[src/rtl/tblrd_pkg.sv]
package tblrd_pkg;

    localparam int ROM_AW = 10;
    localparam int WORD_W = 14;
    localparam int PTR_W  = 8;
    localparam int REG_W  = 8;
    localparam int PAGE_W = ROM_AW - PTR_W;
    localparam int HI_W   = WORD_W - PTR_W;
    localparam int PAD_W  = REG_W - HI_W;

    typedef enum logic {
        PAGE_CUR  = 1'b0,
        PAGE_LAST = 1'b1
    } page_mode_e;

    typedef struct packed {
        logic [PAGE_W-1:0] page;
        logic [PTR_W-1:0]  ptr;
    } tbl_addr_t;

    typedef struct packed {
        logic [PTR_W-1:0] lo;
        logic [REG_W-1:0] hi;
    } tbl_result_t;

    function automatic tbl_addr_t form_addr(page_mode_e mode,
                                            logic [PAGE_W-1:0] cur_page,
                                            logic [PTR_W-1:0] ptr);
        tbl_addr_t a;
        a.page = (mode == PAGE_LAST) ? {PAGE_W{1'b1}} : cur_page;
        a.ptr  = ptr;
        return a;
    endfunction

    function automatic tbl_result_t split_word(logic [WORD_W-1:0] w);
        tbl_result_t r;
        r.lo = w[PTR_W-1:0];
        r.hi = {{PAD_W{1'b0}}, w[WORD_W-1:PTR_W]};
        return r;
    endfunction

endpackage

[src/rtl/tblrd_seq.sv]
module tblrd_seq
    import tblrd_pkg::*;
#(
    parameter int PHASES = 4
) (
    input  logic clk,
    input  logic rst,
    input  logic start_i,
    output logic busy_o,
    output logic accept_o,
    output logic second_o,
    output logic done_o
);
    localparam int TOTAL = 2 * PHASES;
    localparam int CNT_W = (TOTAL > 1) ? $clog2(TOTAL) : 1;
    localparam logic [CNT_W-1:0] CNT_LAST = CNT_W'(TOTAL - 1);
    localparam logic [CNT_W-1:0] CNT_HALF = CNT_W'(PHASES);

    logic [CNT_W-1:0] cnt;
    logic             busy;

    assign accept_o = start_i && !busy;
    assign done_o   = busy && (cnt == CNT_LAST);
    assign second_o = busy && (cnt >= CNT_HALF);
    assign busy_o   = busy;

    always_ff @(posedge clk) begin
        if (rst) begin
            busy <= 1'b0;
            cnt  <= '0;
        end else if (accept_o) begin
            busy <= 1'b1;
            cnt  <= '0;
        end else if (done_o) begin
            busy <= 1'b0;
            cnt  <= '0;
        end else if (busy) begin
            cnt  <= cnt + 1'b1;
        end
    end

endmodule

[src/rtl/tblrd_addr.sv]
module tblrd_addr
    import tblrd_pkg::*;
(
    input  logic              clk,
    input  logic              rst,
    input  logic              accept_i,
    input  logic              second_i,
    input  page_mode_e        mode_i,
    input  logic [PTR_W-1:0]  tblp_i,
    input  logic [ROM_AW-1:0] pc_i,
    output logic [ROM_AW-1:0] rom_addr_o
);
    tbl_addr_t held;

    always_ff @(posedge clk) begin
        if (rst) begin
            held <= '0;
        end else if (accept_i) begin
            held <= form_addr(mode_i, pc_i[ROM_AW-1:PTR_W], tblp_i);
        end
    end

    assign rom_addr_o = second_i ? held : pc_i;

endmodule

[src/rtl/tblrd_result.sv]
module tblrd_result
    import tblrd_pkg::*;
(
    input  logic              clk,
    input  logic              rst,
    input  logic              done_i,
    input  logic [WORD_W-1:0] word_i,
    output logic              dst_we_o,
    output logic [PTR_W-1:0]  dst_data_o,
    output logic [REG_W-1:0]  tblh_o
);
    tbl_result_t res;

    always_ff @(posedge clk) begin
        if (rst) begin
            res      <= '0;
            dst_we_o <= 1'b0;
        end else begin
            dst_we_o <= done_i;
            if (done_i) begin
                res <= split_word(word_i);
            end
        end
    end

    assign dst_data_o = res.lo;
    assign tblh_o     = res.hi;

endmodule

[src/rtl/tblrd_top.sv]
module tblrd_top
    import tblrd_pkg::*;
#(
    parameter int PHASES = 4
) (
    input  logic              clk,
    input  logic              rst,
    input  logic              start_i,
    input  logic              last_page_i,
    input  logic [PTR_W-1:0]  tblp_i,
    input  logic [ROM_AW-1:0] pc_i,
    input  logic [WORD_W-1:0] rom_data_i,
    output logic [ROM_AW-1:0] rom_addr_o,
    output logic              fetch_stall_o,
    output logic              busy_o,
    output logic              dst_we_o,
    output logic [PTR_W-1:0]  dst_data_o,
    output logic [REG_W-1:0]  tblh_o
);
    logic       accept;
    logic       second;
    logic       done;
    page_mode_e mode;

    assign mode          = page_mode_e'(last_page_i);
    assign fetch_stall_o = second;

    tblrd_seq #(.PHASES(PHASES)) u_seq (
        .clk      (clk),
        .rst      (rst),
        .start_i  (start_i),
        .busy_o   (busy_o),
        .accept_o (accept),
        .second_o (second),
        .done_o   (done)
    );

    tblrd_addr u_addr (
        .clk        (clk),
        .rst        (rst),
        .accept_i   (accept),
        .second_i   (second),
        .mode_i     (mode),
        .tblp_i     (tblp_i),
        .pc_i       (pc_i),
        .rom_addr_o (rom_addr_o)
    );

    tblrd_result u_res (
        .clk        (clk),
        .rst        (rst),
        .done_i     (done),
        .word_i     (rom_data_i),
        .dst_we_o   (dst_we_o),
        .dst_data_o (dst_data_o),
        .tblh_o     (tblh_o)
    );

endmodule

[config.mk]
export PLATFORM = sky130hd
export DESIGN_NAME = tblrd_top
export DESIGN_NICKNAME = d
export VERILOG_FILES = /design/src/rtl/tblrd_pkg.sv /design/src/rtl/tblrd_seq.sv /design/src/rtl/tblrd_addr.sv /design/src/rtl/tblrd_result.sv /design/src/rtl/tblrd_top.sv
export SDC_FILE = /design/constraint.sdc
export NUM_CORES = 1
export LEC_CHECK = 0
export ABC_CLOCK_PERIOD_IN_PS = 1530
export BUFFER_PORTS_ARGS = -buffer_cell sky130_fd_sc_hd__buf_2
export CAP_MARGIN = 20
export CORE_ASPECT_RATIO = 2
export CORE_MARGIN = 4
export CORE_UTILIZATION = 31
export CTS_CLUSTER_SIZE = 14
export DETAILED_ROUTE_END_ITERATION = 6
export HOLD_SLACK_MARGIN = 0.05
export SLEW_MARGIN = 20
export SYNTH_ARGS = -nofsm -noshare
export SYNTH_HDL_FRONTEND = slang
export SYNTH_HIERARCHICAL = 1
export SYNTH_SLANG_ARGS = --single-unit
[constraint.sdc]
create_clock -name clk -period 1.53 [get_ports clk]
set_input_delay 0.0765 -clock clk [delete_from_list [all_inputs] [get_ports clk]]
set_output_delay 0.0765 -clock clk [all_outputs]
set_load 0.005 [all_outputs]
Word-level counts from Yosys, hierarchy flattened

Index checks and enable logic that the tools add are counted.

Add/sub/neg operators: 1
$mul: 0
Divide/modulo/power cells: 0
Order comparisons: 1
Equality and inequality tests: 1
Shifts and indexed selects: 0
Multiplexer cells: 4
Bitwise logic cells: 0
Reduce and logical (&&, ||, !) cells: 6

Operators with widths:

| cell                                                           | count |
|---|---|
| 10-bit 2-to-1 mux                                              | 1 |
| 3-bit by 1-bit adder with 3-bit output (second input constant) | 1 |
| 3-bit == test (second input constant)                          | 1 |
| 3-bit >= comparator (second input constant)                    | 1 |
| 1-bit logical AND                                              | 3 |
| 3-bit OR reduction                                             | 1 |
| 1-bit 2-to-1 mux                                               | 2 |
| 2-bit 2-to-1 mux                                               | 1 |
| 2-bit nonzero test                                             | 1 |
| 1-bit logical NOT                                              | 1 |

Bits in registers: 29
Bits in latches: 0
RAM bits: 0
Memory bits (read-only): 0
Output and inout port bits: 29
Memories: 0

Longest topological paths before layout

Gate-level depths: netlist (run 1).

Depth after elaboration: 4
Gate-level depth with buffers: 7
Depth with buffers taken out: 5

By module

The synthesis (run 1) kept the hierarchy.

By module, submodules not included:

| module       | times used | cells an instance | area an instance (um^2) |
|---|---|---|---|
| tblrd_result | 1          | 50                | 554.3 |
| tblrd_addr   | 1          | 45                | 479.2 |
| tblrd_seq    | 1          | 20                | 209.0 |

Worst setup path before layout (run 1)

Ideal clock, no wire load.

Path kind: reg-to-reg
Start point: reg u_seq.cnt[0]
End point: reg u_res.res, in the netlist u_res/dst_data_o[0]
Library setup time: 117 ps
Data arrival time: 1299 ps
Slack: 114 ps
Cell stages (with the launch flop): 8
Buffers on the path: 2
Period minus slack after synthesis: 1416 ps
Cell sequence: dfxtp_1 ha_1 ha_1 and2_2 buf_6 buf_12 mux2i_1 nor2_1

Longest elaborated chain between the ends: 2

RTL lines:

| element                | line               | source |
|---|---|---|
| from (decl)            | tblrd_seq.sv:19    | `logic [CNT_W-1:0] cnt;` |
| from (signal assigned) | tblrd_seq.sv:38    | `cnt <= cnt + 1'b1;` |
| 3-bit == test          | tblrd_seq.sv:23    | `assign done_o = busy && (cnt == CNT_LAST);` |
| 1-bit logical AND      | tblrd_seq.sv:23    |  |
| net done               | tblrd_top.sv:22    | `logic done;` |
| to (signal assigned)   | tblrd_result.sv:21 | `res <= split_word(word_i);` |
| to (decl)              | tblrd_result.sv:12 | `tbl_result_t res;` |

The timed path passes the listed nets, and every way through them passes these cells.
A chain may end at the register's enable or synchronous reset.

Worst setup path after layout (run 1)

Start point: reg u_seq.cnt[2]
End point: out rom_addr_o[3]

Longest elaborated chain between the ends: 3

RTL lines:

| element             | line             | source |
|---|---|---|
| 3-bit >= comparator | tblrd_seq.sv:24  | `assign second_o = busy && (cnt >= CNT_HALF);` |
| 1-bit logical AND   | tblrd_seq.sv:24  |  |
| 10-bit 2-to-1 mux   | tblrd_addr.sv:23 | `assign rom_addr_o = second_i ? held : pc_i;` |
| to (decl)           | tblrd_top.sv:13  | `output logic [ROM_AW-1:0] rom_addr_o,` |

No other way between the ends.

==> flow_summary.json, run 1 <==
{
  "avgSynthCellArea_um2": 10.80,
  "vias_per_cell": 4.353,
  "drt_iter0_drc": 7,
  "synth_flop_cell": "dfxtp_1",
  "die_h_um": 97.53,
  "clk_pin_slew_ns": 0.07,
  "drc_errors": 0,
  "io_buffer_count": 62,
  "die_area_um2": 5146,
  "htreeDepth": 2,
  "synth_edf_count": 0,
  "dp_slack_ns": -0.003516,
  "dp_hpwl_mm": 2.129,
  "antenna_found_initial": 0,
  "die_x_um": 52.77,
  "grt_pass1_wl_mm": 4.429,
  "p_per_area_nw_per_um2": 1020,
  "cts_tree": "yes",
  "drv_slew": 0,
  "gr-usage-all-layers_pct": 11.38,
  "synth_warnings": 6,
  "cts_made_buffers": 5,
  "grt_pass1_vias": 1106,
  "start_util_pct": 31.99,
  "yosysTopAreaCellShare_pct": 46.73,
  "place_congestion": 0.7189,
  "setup_viol": 0,
  "vdd_drop_max_v": 0.0005678,
  "power_leakage_nw": 0.8603,
  "synth-async-reset-ratio_pct": 0,
  "status": "finished, final reports clean",
  "detail-route-antenna-nets": 0,
  "cp_data_arrival_time_ns": 1.36,
  "rsz0062_at_grt": "false",
  "seq_area_frac_synth_pct": 46.73,
  "timing.reg2reg.setup_slack_ns": 0.11,
  "clock_skew_ns": 0.008659,
  "cp_max_fo": 5,
  "hold_viol_final": 0,
  "drive_above_1_share_pct": 43.94,
  "drt-total-wl_mm": 2.930,
  "yosysMostFrequentCell": "dfxtp_1",
  "cts-root-buf": "clkbuf_8",
  "fp-row-count": 32,
  "coreArea_um2": 3884,
  "fmax_mhz": 695.1,
  "grt_max_degree": 17,
  "total_power_w": 0.001910,
  "vias": 1084,
  "setup_slack_ns": 0.09139,
  "period_share_pct": 94.03,
  "ys_ff_latch": 29,
  "maxCapViolCount": 0,
  "cts_setup_buffers": 0,
  "synth_largest_area_cell": "dfxtp_1",
  "netlist_instances": 115,
  "clock_sinks": 29,
  "synth_cell_type_count": 19,
  "layout_min_cycle_time_ns": 1.439,
  "pin_count": 65,
  "synth_area_leaders": "dfxtp_1 (47%), mux2i_1 (18%), mux2_2 (9.1%), nor2_1 (8.5%), buf_6 (3.6%)",
  "clk_path_buf_depth": 2,
  "final_nets": 235,
  "antenna_cells": 0,
  "dr.pass1.iters": 2,
  "clk_latency_ns": 0.28,
  "grt-ovfl-total": 0,
  "required_ns": 1.45,
  "syn_to_final_growth_pct": 50.65,
  "routedWlPerCell_um": 11.77,
  "cp-end-kind": "output port",
  "worstSetupPathType": "reg2out",
  "yosys-top-cells-count": "dfxtp_1 (29), nor2_1 (28), mux2i_1 (22)",
  "syn-cell-area_um2": 1242,
  "start_kind": "register",
  "min_path_type": "in2reg"
}
-- power by group --
| group | total (W) | switching (W) | internal [W] |
|---|---|---|---|
| combinational | 0.000179 | 0.0000692 | 0.000110 |
| clock | 0.000940 | 0.000294 | 0.000647 |
| sequential | 0.000791 | 0.0000133 | 0.000777 |
| total | 0.00191 | 0.000376 | 0.00153 |
-- worst max-delay path: stages, from the launching register on --
cell     delay, ns
dfxtp_1       0.38
and2_2        0.24
mux2_2        0.34
buf_2         0.13
-- sequential cells by signal, indices dropped and copies added, names as in the netlist --
register,cells
u_addr/held,10
u_res/dst_data_o,8
u_res/tblh_o,6
u_seq/cnt,3
u_res/dst_we_o,1
u_seq/busy_o,1
-- stage by stage --
stage               hold slack [ns]  setup TNS [ns]  util (%)  instances  area (µm²)
floorplan                    0.1481               0         -        116        1246
global placement             0.3122               0     39.82        222        1546
detailed placement           0.3199       -0.008575     39.82        222        1546
CTS                         0.05169               0     47.97        248        1863
global route                0.05135               0     48.20        249        1872
finish                      0.05116               0     48.20        249        1872
-- cell usage in the layout, fill, tap and decap left out --
| cell | count |
|---|---|
| buf_2 | 62 |
| nor2_1 | 28 |
| dfxtp_1 | 28 |
| mux2i_1 | 22 |
| dlygate4sd3_1 | 18 |
| mux2_2 | 10 |
| clkbuf_8 | 5 |
| nor4b_1 | 3 |
| a31o_1 | 3 |
| bufinv_16 | 2 |
| buf_4 | 2 |
| a211oi_1 | 2 |
| conb_1 | 2 |
| and2_4 | 2 |
| ha_1 | 2 |
| clkinv_2 | 1 |
| and2_2 | 1 |
| nor2b_1 | 1 |
| and2b_2 | 1 |
| inv_1 | 1 |
| nor3_1 | 1 |
| dfxtp_2 | 1 |
-- per-layer routing --
metal	vias to the layer above	routed length (µm)	GRT usage (%)
met2	59	1515	20.88
li1	549	-	-
met4	0	42	4.724
met3	3	262	4.301
met1	473	1110	10.46
met5	-	0	0
-- final timing paths --
check / startpoint / to / cells after the start
worst max-delay path: u_seq/cnt[2] / rom_addr_o[3] / 3
worst min register to register: u_res/dst_data_o[1] / u_res/dst_data_o[1] / 2
worst max register to register: u_seq/cnt[0] / u_res/dst_data_o[4] / 5
worst min-delay path: tblp_i[3] / u_addr/held[3] / 3
-- kinds of logic (layout without fill, tap and decap cells) --
| group | count (synthesis) | after routing | share of synthesized area [%] |
|---|---|---|---|
| buffers and inverters | 10 | 91 | 7.451 |
| AOI/OAI and AO/OA | 5 | 5 | 3.323 |
| muxes | 32 | 32 | 26.79 |
| other | 1 | 2 | 0.3018 |
| and+or+nand+nor | 36 | 37 | 13.39 |
| DFF | 29 | 29 | 46.73 |
| adders and majority gates | 2 | 2 | 2.014 |
-- area by class of cell --
cell class	instances	area [µm²]
clock buffer	5	68.82
multi-input combinational	78	583.1
timing repair buffer	82	505.5
sequential	29	581.8
inverter	1	3.754
fill	376	2012
clock inverter	3	65.06
tap	51	63.81
-- timing repair --
| item | in CTS | in global routing |
|---|---|---|
| resized for setup | 2 | 1 |
| pin swaps | 0 | 1 |
| cloned | 0 | 1 |
| hold endpoints to repair | 18 | 0 |
| setup endpoints to repair | 20 | 10 |
| hold buffers | 18 | 0 |
(Power assumes the default switching activity.)
==> run 2, diff against run 1 <==
--- a/config.mk
+++ b/config.mk
@@ -5,6 +5,7 @@
 export SDC_FILE = /design/constraint.sdc
 export NUM_CORES = 1
 export LEC_CHECK = 0
+export ABC_AREA = 1
 export ABC_CLOCK_PERIOD_IN_PS = 1530
 export BUFFER_PORTS_ARGS = -buffer_cell sky130_fd_sc_hd__buf_2
 export CAP_MARGIN = 20
@@ -17,5 +18,4 @@
 export SLEW_MARGIN = 20
 export SYNTH_ARGS = -nofsm -noshare
 export SYNTH_HDL_FRONTEND = slang
-export SYNTH_HIERARCHICAL = 1
 export SYNTH_SLANG_ARGS = --single-unit
==> flow_summary.json, run 2 <==
{
  "status": "finished, final reports clean",
  "clock_skew_ns": 0.001660,
  "worstSetupPathType": "reg2out",
  "cp_max_fo": 9,
  "vdd_drop_max_v": 0.0006452,
  "synth_warnings": 0,
  "yosysTopAreaCellShare_pct": 43.94,
  "routedWlPerCell_um": 9.972,
  "period_share_pct": 90.04,
  "maxCapViolCount": 0,
  "required_ns": 1.45,
  "die_x_um": 54.17,
  "pin_count": 65,
  "synthAdderAreaFrac_pct": 1.894,
  "gr-usage-all-layers_pct": 12.86,
  "grt_pass1_vias": 1260,
  "r2r_start": "u_seq.cnt[0]",
  "syn_to_final_growth_pct": 40.91,
  "setup-tns-final_ns": 0,
  "min_path_cells": 2,
  "start_kind": "register",
  "min_to": "u_seq.busy_o",
  "synth_top_family_by_area": "simple AND/OR/NAND/NOR gates",
  "p_per_area_nw_per_um2": 859.3,
  "seq_area_frac_synth_pct": 43.94,
  "grt_pass1_wl_mm": 5.168,
  "start_util_pct": 32.00,
  "ys_ff_latch": 29,
  "place_congestion": 0.6656,
  "min_path_type": "in2reg",
  "drt_iter0_drc": 19,
  "grt_max_degree": 18,
  "fp-row-count": 33,
  "cts-root-buf": "clkbuf_8",
  "final_nets": 304,
  "clk_path_buf_depth": 2,
  "crit_chain": "nand2_2 > clkinv_1 > nand2_1 > nand2_1 > buf_2",
  "layout_min_cycle_time_ns": 1.378,
  "cts_tree": "yes",
  "regMostFlops": "u_addr.held",
  "reg2reg_depth": 6,
  "drive_above_1_share_pct": 29.32,
  "cp-end-kind": "output port",
  "holdCritStartpoint": "rst",
  "synth_compound_area_share_pct": 1.136,
  "drv_slew": 0,
  "synth_flop_cell": "dfxtp_1",
  "htreeDepth": 2,
  "fin_util_pct": 45.09,
  "drt-total-wl_mm": 3.171,
  "vias_per_cell": 4.245,
  "cts_made_buffers": 5,
  "clk_pin_slew_ns": 0.06,
  "die_h_um": 100.3,
  "drc_errors": 0,
  "power_leakage_nw": 1.071,
  "path_delay_family": "flip-flops",
  "dr.pass1.iters": 4,
  "synth_xor_area_share_pct": 0.6629,
  "vias": 1350,
  "synth_area_leaders": "dfxtp_1 (44%), nand2_1 (21%), nand3_1 (8.7%), nor2_1 (6.8%), inv_1 (4.0%)",
  "largest_reg_flops": 10,
  "io_buffer_count": 62,
  "netlist_instances": 189,
  "die_area_um2": 5434,
  "synth-simple-area-share_pct": 40.53,
  "avgSynthCellArea_um2": 6.991,
  "coreArea_um2": 4129,
  "final_common_cell": "nand2_1",
  "cp_data_arrival_time_ns": 1.30,
  "cpPeakStageDelay_ns": 0.38,
  "yosysMostFrequentCell": "nand2_1",
  "rsz0062_at_grt": "false",
  "synth-async-reset-ratio_pct": 0,
  "antenna_cells": 0,
  "setup_viol": 0,
  "clk_latency_ns": 0.27,
  "grt-ovfl-total": 0,
  "clock_sinks": 29,
  "synth_mux_area_share_pct": 0,
  "r2r_end": "u_res.tblh_o[0]",
  "cp_slowest_cell": "dfxtp_2",
  "synth_largest_area_cell": "dfxtp_1",
  "antenna_found_initial": 0,
  "timing.reg2reg.setup_slack_ns": 0.25,
  "cts_setup_buffers": 0,
  "hold_viol_final": 0,
  "fmax_mhz": 725.9,
  "detail-route-antenna-nets": 0,
  "synth_cell_type_count": 21,
  "syn-cell-area_um2": 1321,
  "timing.critical_path.buf_inv": 2,
  "crit_path_frequent_cell": "nand2_1",
  "dp_hpwl_mm": 2.406,
  "layout_common_cells": "nand2_1 (73), buf_2 (62), dfxtp_1 (28)",
  "synth_edf_count": 0,
  "yosys-top-cells-count": "nand2_1 (73), dfxtp_1 (29), nor2_1 (24)"
}
## run 2: cell count changes in the layout (fill, tap and decap cells not counted), sizes merged, moves of 4 or more
cell	change
dlygate4sd3	-4
inv	+15
mux2	-10
mux2i	-22
nand2	+75
nand3	+23
## run 2: how the worst max path moves through the flow
stage                     cells past startpoint         start                  end
after global placement                        6  u_seq.cnt[0]      u_res.tblh_o[0]
after floorplan                               7  u_seq.cnt[0]  u_res.dst_data_o[0]
final                                         5  u_seq.busy_o        rom_addr_o[5]
after global routing                          5  u_seq.busy_o        rom_addr_o[7]
after CTS                                     5  u_seq.busy_o        rom_addr_o[5]
after detailed placement                      6  u_seq.cnt[0]      u_res.tblh_o[0]
## run 2: kinds of logic (layout without fill, tap and decap cells)
group	after synthesis	after routing
AO/OA/AOI/OAI	3	3
XOR/XNOR	1	1
adder cells (fa/ha/maj)	2	2
buffers and inverters	27	103
flip-flops	29	29
other	1	2
AND/OR/NAND/NOR	126	126
## run 2: routing by layer
| metal | GRT usage [%] | part of all wire [%] | up-vias |
|---|---|---|---|
| met5 | 0 | 0 | - |
| met4 | 5.758 | 1.6 | 0 |
| met3 | 3.715 | 7.5 | 4 |
| met2 | 24.38 | 56 | 49 |
| met1 | 11.49 | 35 | 579 |
| li1 | - | - | 718 |
## run 2: layout make-up
type / instances / area, µm²
inverter: 17 / 63.81
tap: 52 / 65.06
timing repair buffer: 79 / 473.0
sequential: 29 / 581.8
clock buffer: 7 / 86.33
multi-input combinational: 134 / 591.8
fill: 478 / 2267
## run 2: repair_timing
action / CTS / global route
gates resized for setup: 1 / 0
hold buffers: 14 / 0
setup endpoints to repair: 1 / 0
endpoints found under the hold margin: 14 / 0
## run 2: where the power goes
| group | internal, W | switching, W | total [W] |
|---|---|---|---|
| clock | 0.000356 | 0.000256 | 0.000611 |
| sequential | 0.000781 | 0.0000161 | 0.000798 |
| combinational | 0.000103 | 0.0000885 | 0.000191 |
## run 2: stage by stage
stage          cells  power [W]  hold WS [ns]  cell area (µm²)  worst slack, ns
6_report         318   0.001600       0.06279             1862           0.1524
4_1_cts          318   0.001626       0.05535             1862           0.1064
2_1_floorplan    190  0.0009139        0.1489             1325           0.3512
3_3_place_gp     297  0.0009765        0.2636             1634           0.2616
5_1_grt          318   0.001698       0.07317             1862          0.02265
3_5_place_dp     297  0.0009793        0.2665             1634           0.2230
==> run 3, diff against run 2 <==
--- a/config.mk
+++ b/config.mk
@@ -9,7 +9,7 @@
 export ABC_CLOCK_PERIOD_IN_PS = 1530
 export BUFFER_PORTS_ARGS = -buffer_cell sky130_fd_sc_hd__buf_2
 export CAP_MARGIN = 20
-export CORE_ASPECT_RATIO = 2
+export CORE_ASPECT_RATIO = 1.5
 export CORE_MARGIN = 4
 export CORE_UTILIZATION = 31
 export CTS_CLUSTER_SIZE = 14
==> flow_summary.json, run 3 (synthesized netlist as in run 2, its figures left out) <==
{
  "layout_common_cells": "nand2_1 (73), buf_2 (62), dfxtp_1 (28)",
  "clk_path_buf_depth": 2,
  "p_per_area_nw_per_um2": 849.2,
  "layout_min_cycle_time_ns": 1.364,
  "vdd_drop_max_v": 0.0006533,
  "hold_viol_final": 0,
  "antenna_found_initial": 0,
  "start_kind": "register",
  "dp_hpwl_mm": 2.328,
  "status": "finished, final reports clean",
  "cts-root-buf": "clkbuf_8",
  "drt-total-wl_mm": 3.292,
  "timing.reg2reg.setup_slack_ns": 0.23,
  "pwr-share-comb_pct": 12.2,
  "pin_count": 65,
  "p_sw_share_pct": 23.98,
  "vias": 1321,
  "period_share_pct": 89.17,
  "required_ns": 1.45,
  "grt_pass1_vias": 1288,
  "routedWlPerCell_um": 10.69,
  "drc_errors": 0,
  "place_congestion": 0.6910,
  "io_buffer_count": 62,
  "cts_setup_buffers": 0,
  "rsz0062_at_grt": "false",
  "power_frac_seq_pct": 51.5,
  "drv_slew": 0,
  "min_path_cells": 2,
  "grt-ovfl-total": 0,
  "power.switching_w": 0.0003717,
  "regMostFlops": "u_addr.held",
  "cp_data_arrival_time_ns": 1.29,
  "vias_per_cell": 4.289,
  "final_nets": 302,
  "holdCritStartpoint": "rst",
  "die_h_um": 87.96,
  "gr-usage-all-layers_pct": 13.94,
  "drt_iter0_drc": 25,
  "fp-row-count": 28,
  "coreArea_um2": 4029,
  "cts_tree": "yes",
  "fmax_mhz": 733.0,
  "syn_to_final_growth_pct": 38.16,
  "die_x_um": 61.31,
  "clock_sinks": 29,
  "final_common_cell": "nand2_1",
  "setup-tns-final_ns": 0,
  "maxCapViolCount": 0,
  "dp_slack_ns": 0.2230,
  "setup_viol": 0,
  "largest_reg_flops": 10,
  "min_to": "u_seq.busy_o",
  "detail-route-antenna-nets": 0,
  "dr.pass1.iters": 4,
  "clk_latency_ns": 0.27,
  "r2r_start": "u_seq.cnt[0]",
  "cp-end-kind": "output port",
  "start_util_pct": 32.80,
  "cp_max_fo": 9,
  "power_leakage_nw": 1.057,
  "clkPwrFrac_pct": 36.4,
  "grt_pass1_wl_mm": 5.685,
  "min_path_type": "in2reg",
  "p_int_w": 0.001178,
  "reg2reg_depth": 5,
  "setup_slack_ns": 0.1657,
  "htreeDepth": 2,
  "grt_max_degree": 26,
  "worstSetupPathType": "reg2out",
  "die_area_um2": 5392,
  "cts_made_buffers": 5,
  "antenna_cells": 0,
  "drive_above_1_share_pct": 28.90,
  "clk_pin_slew_ns": 0.06,
  "clock_skew_ns": 0.003074,
  "r2r_end": "u_seq.cnt[1]"
}
-- run 3: how the worst max path moves through the flow --
stage                             from                   to  slack, ns  cells after the start
final                     u_seq.busy_o        rom_addr_o[6]       0.17                      5
after global routing      u_seq.busy_o        rom_addr_o[3]       0.05                      5
after CTS                 u_seq.busy_o        rom_addr_o[8]       0.03                      4
after detailed placement  u_seq.cnt[0]  u_res.dst_data_o[3]       0.22                      6
after global placement    u_seq.cnt[0]  u_res.dst_data_o[6]       0.27                      6
after floorplan           u_seq.cnt[0]  u_res.dst_data_o[0]       0.35                      7
-- run 3: layer usage --
layer  wire, µm  vias up  share of wire [%]  GRT usage [%]
met5          0        -                  0              0
met4         74        0                2.2          6.312
met3        308        7                9.4          4.720
met2       1502       54                 46          22.93
met1       1407      547                 43          15.89
li1           -      713                  -              -
-- run 3: power by group through the flow --
| stage | Clock [W] | Sequential, W | Combinational (W) |
|---|---|---|---|
| finish | 0.000564 | 0.000798 | 0.000189 |
| global route | 0.000622 | 0.000800 | 0.000221 |
| CTS | 0.000589 | 0.000797 | 0.000190 |
| detailed placement | 0 | 0.000814 | 0.000162 |
| global placement | 0 | 0.000812 | 0.000160 |
| floorplan | 0 | 0.000807 | 0.000107 |
-- run 3: per-stage QoR --
step	utilization, %	area [µm²]	std cells	total power [W]	hold slack, ns
floorplan	-	1325	190	0.0009139	0.1489
global placement	39.97	1610	288	0.0009726	0.2643
detailed placement	39.97	1610	288	0.0009757	0.2695
CTS	45.28	1824	308	0.001576	0.06163
global route	45.31	1826	308	0.001644	0.07008
finish	45.31	1826	308	0.001550	0.06402
-- run 3: layout make-up --
| class | instances | area [µm²] |
|---|---|---|
| clock buffers | 5 | 68.82 |
| clock inverters | 1 | 5.005 |
| fillers | 430 | 2203 |
| inverters | 17 | 63.81 |
| multi-input cells | 134 | 591.8 |
| flip-flops and latches | 29 | 581.8 |
| well taps | 45 | 56.30 |
| repair buffers | 77 | 457.9 |
-- run 3: critical path: stages (launching register included) --
cell      delay (ns)
dfxtp_2         0.38
nand2_2         0.11
clkinv_1        0.23
nand2_1         0.13
nand2_1         0.05
buf_2           0.12
-- run 3: timing repair --
action,CTS,global route
gates resized for setup,0,1
hold buffers,14,0
hold endpoints to repair,14,0
setup endpoints to repair,0,9
